<file path="config.mk">
export PLATFORM = sky130hd
export DESIGN_NAME = dd_compl_writer
export DESIGN_NICKNAME = d
export VERILOG_FILES = /design/src/rtl/dd_pkg.sv /design/src/rtl/dd_ptr.sv /design/src/rtl/dd_pend.sv /design/src/rtl/dd_seq.sv /design/src/rtl/dd_compl_writer.sv
export SDC_FILE = /design/constraint.sdc
export NUM_CORES = 1
export LEC_CHECK = 0
export ABC_CLOCK_PERIOD_IN_PS = 4710
export CAP_MARGIN = 15
export CORE_AREA = 8 8 160 162
export CTS_BUF_LIST = sky130_fd_sc_hd__clkbuf_4 sky130_fd_sc_hd__clkbuf_8 sky130_fd_sc_hd__clkbuf_16
export DETAILED_ROUTE_END_ITERATION = 12
export DIE_AREA = 0 0 168 170
export PLACE_DENSITY_LB_ADDON = 0.3
export SLEW_MARGIN = 20
export SYNTH_ARGS = -nofsm -noshare
export SYNTH_HDL_FRONTEND = slang
export SYNTH_SLANG_ARGS = --single-unit
export TNS_END_PERCENT = 20
</file>
<file path="constraint.sdc">
create_clock -name clk -period 4.71 [get_ports clk]
set_clock_uncertainty 0.05 [all_clocks]
set_input_delay 0.471 -clock clk [delete_from_list [all_inputs] [get_ports clk]]
set_output_delay 0.471 -clock clk [all_outputs]
set_load 0.1 [all_outputs]
</file>
<file path="src/rtl/dd_pkg.sv">
package dd_pkg;
  typedef enum logic [2:0] {
    ST_IDLE,
    ST_RD_REQ,
    ST_RD_WAIT,
    ST_WR_VEC,
    ST_WR_OWN
  } dd_state_e;

  localparam int WORD_W    = 32;
  localparam int OWN_BIT   = 31;
  localparam int EOR_BIT   = 30;
  localparam int HDR_WORDS = 3;  // mode, buffer address, unused
endpackage

</file>
<file path="src/rtl/dd_ptr.sv">
module dd_ptr #(
  parameter int AW         = 32,
  parameter int DESC_BYTES = 32
) (
  input  logic          clk,
  input  logic          rst_n,
  input  logic          sw_rst,
  input  logic [AW-1:0] base,
  input  logic          adv,
  input  logic          wrap,
  output logic [AW-1:0] ptr
);
  always_ff @(posedge clk) begin
    if (!rst_n || sw_rst) begin
      ptr <= base;
    end else if (adv) begin
      ptr <= wrap ? base : ptr + AW'(DESC_BYTES);
    end
  end
endmodule

</file>
<file path="src/rtl/dd_pend.sv">
module dd_pend #(
  parameter int NSRC = 2
) (
  input  logic            clk,
  input  logic            rst_n,
  input  logic            sw_rst,
  input  logic [NSRC-1:0] set,
  input  logic [NSRC-1:0] clr,
  input  logic [NSRC-1:0] ie,
  output logic [NSRC-1:0] pend,
  output logic            irq
);
  always_ff @(posedge clk) begin
    if (!rst_n || sw_rst) begin
      pend <= '0;
    end else begin
      pend <= (pend & ~clr) | set;
    end
  end

  assign irq = |(pend & ie);
endmodule

</file>
<file path="src/rtl/dd_seq.sv">
module dd_seq
  import dd_pkg::*;
#(
  parameter  int AW        = 32,
  parameter  int VEC_WORDS = 5,
  localparam int DIG_W     = VEC_WORDS * WORD_W,
  localparam int IW        = (VEC_WORDS > 1) ? $clog2(VEC_WORDS) : 1
) (
  input  logic              clk,
  input  logic              rst_n,
  input  logic              sw_rst,
  input  logic              req_valid,
  output logic              req_ready,
  input  logic              req_hash,
  input  logic [DIG_W-1:0]  req_digest,
  input  logic [AW-1:0]     ptr,
  output logic              mem_req_valid,
  input  logic              mem_req_ready,
  output logic              mem_we,
  output logic [AW-1:0]     mem_addr,
  output logic [WORD_W-1:0] mem_wdata,
  input  logic              mem_rvalid,
  input  logic [WORD_W-1:0] mem_rdata,
  output logic              adv,
  output logic              wrap,
  output logic              done_ok,
  output logic              done_miss
);
  dd_state_e          st_q, st_d;
  logic               hash_q;
  logic [DIG_W-1:0]   dig_q;
  logic [WORD_W-1:0]  mode_q;
  logic [IW-1:0]      vidx_q;
  logic [WORD_W-1:0]  vec_w [VEC_WORDS];
  logic               last_vec;

  for (genvar g = 0; g < VEC_WORDS; g++) begin : g_vec
    assign vec_w[g] = dig_q[DIG_W-1-WORD_W*g -: WORD_W];
  end

  assign req_ready = (st_q == ST_IDLE) && !sw_rst;
  assign last_vec  = (vidx_q == IW'(VEC_WORDS - 1));
  assign wrap      = mode_q[EOR_BIT];

  always_comb begin
    st_d          = st_q;
    mem_req_valid = 1'b0;
    mem_we        = 1'b0;
    mem_addr      = ptr;
    mem_wdata     = '0;
    adv           = 1'b0;
    done_ok       = 1'b0;
    done_miss     = 1'b0;
    unique case (st_q)
      ST_IDLE: begin
        if (req_valid && req_ready) st_d = ST_RD_REQ;
      end
      ST_RD_REQ: begin
        mem_req_valid = 1'b1;
        if (mem_req_ready) st_d = ST_RD_WAIT;
      end
      ST_RD_WAIT: begin
        if (mem_rvalid) begin
          if (!mem_rdata[OWN_BIT]) begin
            done_miss = 1'b1;
            st_d      = ST_IDLE;
          end else begin
            st_d = hash_q ? ST_WR_VEC : ST_WR_OWN;
          end
        end
      end
      ST_WR_VEC: begin
        mem_req_valid = 1'b1;
        mem_we        = 1'b1;
        mem_addr      = ptr + AW'(HDR_WORDS * 4) + (AW'(vidx_q) << 2);
        mem_wdata     = vec_w[vidx_q];
        if (mem_req_ready && last_vec) st_d = ST_WR_OWN;
      end
      ST_WR_OWN: begin
        mem_req_valid = 1'b1;
        mem_we        = 1'b1;
        mem_wdata     = mode_q & ~(WORD_W'(1) << OWN_BIT);
        if (mem_req_ready) begin
          adv     = 1'b1;
          done_ok = 1'b1;
          st_d    = ST_IDLE;
        end
      end
      default: st_d = ST_IDLE;
    endcase
  end

  always_ff @(posedge clk) begin
    if (!rst_n || sw_rst) begin
      st_q   <= ST_IDLE;
      hash_q <= 1'b0;
      dig_q  <= '0;
      mode_q <= '0;
      vidx_q <= '0;
    end else begin
      st_q <= st_d;
      if (st_q == ST_IDLE && req_valid && req_ready) begin
        hash_q <= req_hash;
        dig_q  <= req_digest;
      end
      if (st_q == ST_RD_WAIT && mem_rvalid) begin
        mode_q <= mem_rdata;
        vidx_q <= '0;
      end
      if (st_q == ST_WR_VEC && mem_req_ready && !last_vec) begin
        vidx_q <= vidx_q + 1'b1;
      end
    end
  end
endmodule

</file>
<file path="src/rtl/dd_compl_writer.sv">
module dd_compl_writer
  import dd_pkg::*;
#(
  parameter  int AW        = 32,
  parameter  int VEC_WORDS = 5,
  localparam int DIG_W     = VEC_WORDS * WORD_W
) (
  input  logic              clk,
  input  logic              rst_n,
  input  logic              sw_rst,
  input  logic [AW-1:0]     cfg_ring_base,
  input  logic [1:0]        cfg_irq_en,
  input  logic [1:0]        pend_clr,
  input  logic              req_valid,
  output logic              req_ready,
  input  logic              req_hash,
  input  logic [DIG_W-1:0]  req_digest,
  output logic              mem_req_valid,
  input  logic              mem_req_ready,
  output logic              mem_we,
  output logic [AW-1:0]     mem_addr,
  output logic [WORD_W-1:0] mem_wdata,
  input  logic              mem_rvalid,
  input  logic [WORD_W-1:0] mem_rdata,
  output logic [1:0]        pend,
  output logic              irq
);
  localparam int DESC_WORDS = HDR_WORDS + VEC_WORDS;
  localparam int DESC_BYTES = DESC_WORDS * 4;

  logic [AW-1:0] ptr;
  logic          adv, wrap, done_ok, done_miss;

  dd_ptr #(.AW(AW), .DESC_BYTES(DESC_BYTES)) u_ptr (
    .clk(clk), .rst_n(rst_n), .sw_rst(sw_rst), .base(cfg_ring_base),
    .adv(adv), .wrap(wrap), .ptr(ptr)
  );

  dd_seq #(.AW(AW), .VEC_WORDS(VEC_WORDS)) u_seq (
    .clk(clk), .rst_n(rst_n), .sw_rst(sw_rst),
    .req_valid(req_valid), .req_ready(req_ready), .req_hash(req_hash),
    .req_digest(req_digest), .ptr(ptr),
    .mem_req_valid(mem_req_valid), .mem_req_ready(mem_req_ready),
    .mem_we(mem_we), .mem_addr(mem_addr), .mem_wdata(mem_wdata),
    .mem_rvalid(mem_rvalid), .mem_rdata(mem_rdata),
    .adv(adv), .wrap(wrap), .done_ok(done_ok), .done_miss(done_miss)
  );

  dd_pend #(.NSRC(2)) u_pend (
    .clk(clk), .rst_n(rst_n), .sw_rst(sw_rst),
    .set({done_miss, done_ok}), .clr(pend_clr), .ie(cfg_irq_en),
    .pend(pend), .irq(irq)
  );
endmodule

</file>
==> results.toml <==
[pwr]
power_density_nw_per_um2 = 332.3
p_leak_nw = 5.083
ir_drop_uv = 304.6

[sta]
rsz0062_at_grt = "no"
setup_tns_ns = 0
slew_viol_final = 0
fin_crit_sh = 0.8363
worstMarginPinSlew_ns = 1.050
slew_headroom = 0.2995
timing.final.crit_period_ns = 3.939
maxClockFrequency_mhz = 253.9
hold_viol = 0
setup_violations = 0

[logic_synthesis]
synth-seq-area-share = 0.4553
yosysUniqueCellTypes = 59
synth_top_family_by_area = "simple AND/OR/NAND/NOR gates"
syn-num-nets = 1557
yosys_warnings = 0
syn-cell-area_um2 = 10900
synthFlopType = "dfxtp_1"
syn_inst = 1312
synth_adder_area_share = 0.01216
synth_edf_count = 32
synth-compound-area-share = 0.1704
synth_seq_cells = 232
async_flop_share = 0
synth_xor_area_frac = 0.03293
postSynthAreaPerCell_um2 = 8.311
synth_mux_area_frac = 0.06713
synth-simple-area-share = 0.2108

[finish]
fillers = 1963
nets = 1787
area_growth_pct = 35.87
final_cell_mix = "429 x nand2_1, 244 x clkdlybuf4s50_1, 201 x a21oi_1"
final_common_cell = "nand2_1"
seq_area_um2 = 4967
fin_cells = 1855
multiInputGateArea_um2 = 5425
final_area_um2 = 14820
drive_above_1_share = 0.1120
post-route-util = 0.6427

[global_routing]
antenna_found_initial = 4
grtUsageTotal = 0.2379
grt_pass1_wl_um = 54550
grt_pass1_vias = 10080
grt-ovfl-total = 0
grt_max_degree = 90

[cts]
cts_max_level = 1
cts_tree = "done"
ctsResizeCount = 0
clk_pin_slew_ns = 0.06
holdBufCountCts = 0
cts.sinks = 232
ctsRootBufferMaster = "clkbuf_16"
postCtsSetupBuffers = 0
clock_latency_ns = 0.53
clock_path_buffers = 3
cts_made_buffers = 26

[floorplanning]
die_y_um = 170
chipWidth_um = 168
core_um2 = 23050
initial_utilization = 0.4730
io_pins = 305
row_count = 56
die-area_um2 = 28560

[worst_hold_path]
hp-start = "u_seq.dig_q[149]"
min_path_type = "reg2reg"

[worst_setup_path]
arrival_ns = 3.42
cp_num_buf_inv = 4
cp_max_fo = 12
max_stage_delay_ns = 0.47
reg2reg_from = "u_seq.st_q[1]"
start_kind = "flop"
worstSetupPathType = "reg2out"
required_ns = 4.19
cp_common_cell = "inv_1"
cp_slowest_cell = "nor4_1"
cp_cell_sequence = "inv_1, ha_1, inv_1, ha_1, inv_1, fa_1, nor2b_1, o2111ai_2, nor4_1, xor2_1, buf_12"
cp-end-kind = "output port"
crit_path_start = "u_ptr.ptr[3]"
path_delay_family = "adder cells"

[route]
wl_um = 35300
ant_nets = 0
viasPerCell = 5.516
vias = 10230
drtIter0Drc = 808
dr.pass1.iters = 5
drcViolationCount = 0
wl_per_cell_um = 19.03

[run]
drv_cap = 0

[placed_design]
hpwl_um = 25140
place_inst = 1804
post_dp_cell_area_um2 = 13920
gp_congestion = 0.8719
portBuffers = 304

[outcome]
status = "finished, final reports clean"
## synth_stat cells, drive strengths merged, types with 8 or more instances
| cell | instances | share of area |
|---|---|---|
| nand2 | 431 | 0.15 |
| a21oi | 201 | 0.092 |
| dfxtp | 200 | 0.37 |
| clkbuf | 88 | 0.031 |
| a22oi | 32 | 0.022 |
| edfxtp | 32 | 0.088 |
| mux4 | 32 | 0.066 |
| o2bb2ai | 30 | 0.024 |
| nor2 | 28 | 0.0099 |
| buf | 25 | 0.014 |
| o21ai | 23 | 0.011 |
| xnor2 | 22 | 0.018 |
| xor2 | 19 | 0.015 |
| nand4 | 18 | 0.011 |
| inv | 14 | 0.0048 |
| a31oi | 13 | 0.0075 |
| nand3 | 12 | 0.0060 |
| nor3 | 12 | 0.0055 |
| and2 | 9 | 0.0052 |
| ha | 9 | 0.010 |
| or4 | 8 | 0.0055 |
## kinds of logic after synthesis
group	Yosys count
compound gates	317
xor+xnor	41
fa+ha+maj	10
buf+inv	130
flops	232
mux	33
simple gates	549
## layout make-up
type,instances,share of cell area
Inverter,15,0.003800
Clock buffer,36,0.05270
Timing Repair Buffer,317,0.2103
Antenna cell,3,0.0005067
Clock inverter,12,0.006756
Sequential cell,232,0.3353
Multi-Input combinational cell,950,0.3662
Tap cell,290,0.02449
## worst paths after layout
| path | end | slack [ns] | cells after the start |
|---|---|---|---|
| hold / removal | u_seq.dig_q[149] | 0.40 | 2 |
| setup / recovery | mem_addr[31] | 0.77 | 11 |
| hold reg to reg | u_seq.dig_q[149] | 0.40 | 2 |
| setup reg to reg | u_seq.dig_q[135] | 2.00 | 5 |
## worst register-to-register path, cell delays in order (launching register included)
cell	delay [ns]
dfxtp_1	0.61
nor4_2	0.15
nand2_4	0.64
buf_4	0.84
nand2_1	0.15
a21oi_1	0.18
## through the flow
stage / total power, mW / hold WS [ns] / worst slack, ns
detailed placement: 2.919 / 0.3953 / 1.166
finish: 4.923 / 0.3999 / 0.7710
global placement: 2.910 / 0.3897 / 1.209
global route: 5.090 / 0.4163 / 0.5181
CTS: 4.958 / 0.4040 / 0.5620
floorplan: 2.587 / 0.3831 / -0.1151
## power breakdown
group          internal [mW]  total, mW  switching (mW)
clock network           1.22       2.04           0.828
registers               2.07       2.13          0.0608
logic                  0.311      0.748           0.436
total                   3.60       4.92            1.32
## registers in the layout (all words and copies together) (netlist names)
register / flops
u_ptr.ptr: 32
u_seq.dig_q: 160
u_pend.pend: 2
u_seq.st_q: 3
u_seq.hash_q: 1
u_seq.vidx_q: 3
u_seq.mode_q: 31
## routing by layer
layer | vias to the layer above | share of wire | GRT usage | wire (µm)
met4 | 2 | 0.032 | 0.08424 | 1133
met1 | 4790 | 0.43 | 0.3139 | 15150
met5 | - | 0.00037 | 0 | 13
met3 | 62 | 0.079 | 0.05769 | 2795
met2 | 397 | 0.46 | 0.3760 | 16210
li1 | 4982 | - | - | -
Power figures use the tool's default switching activity.
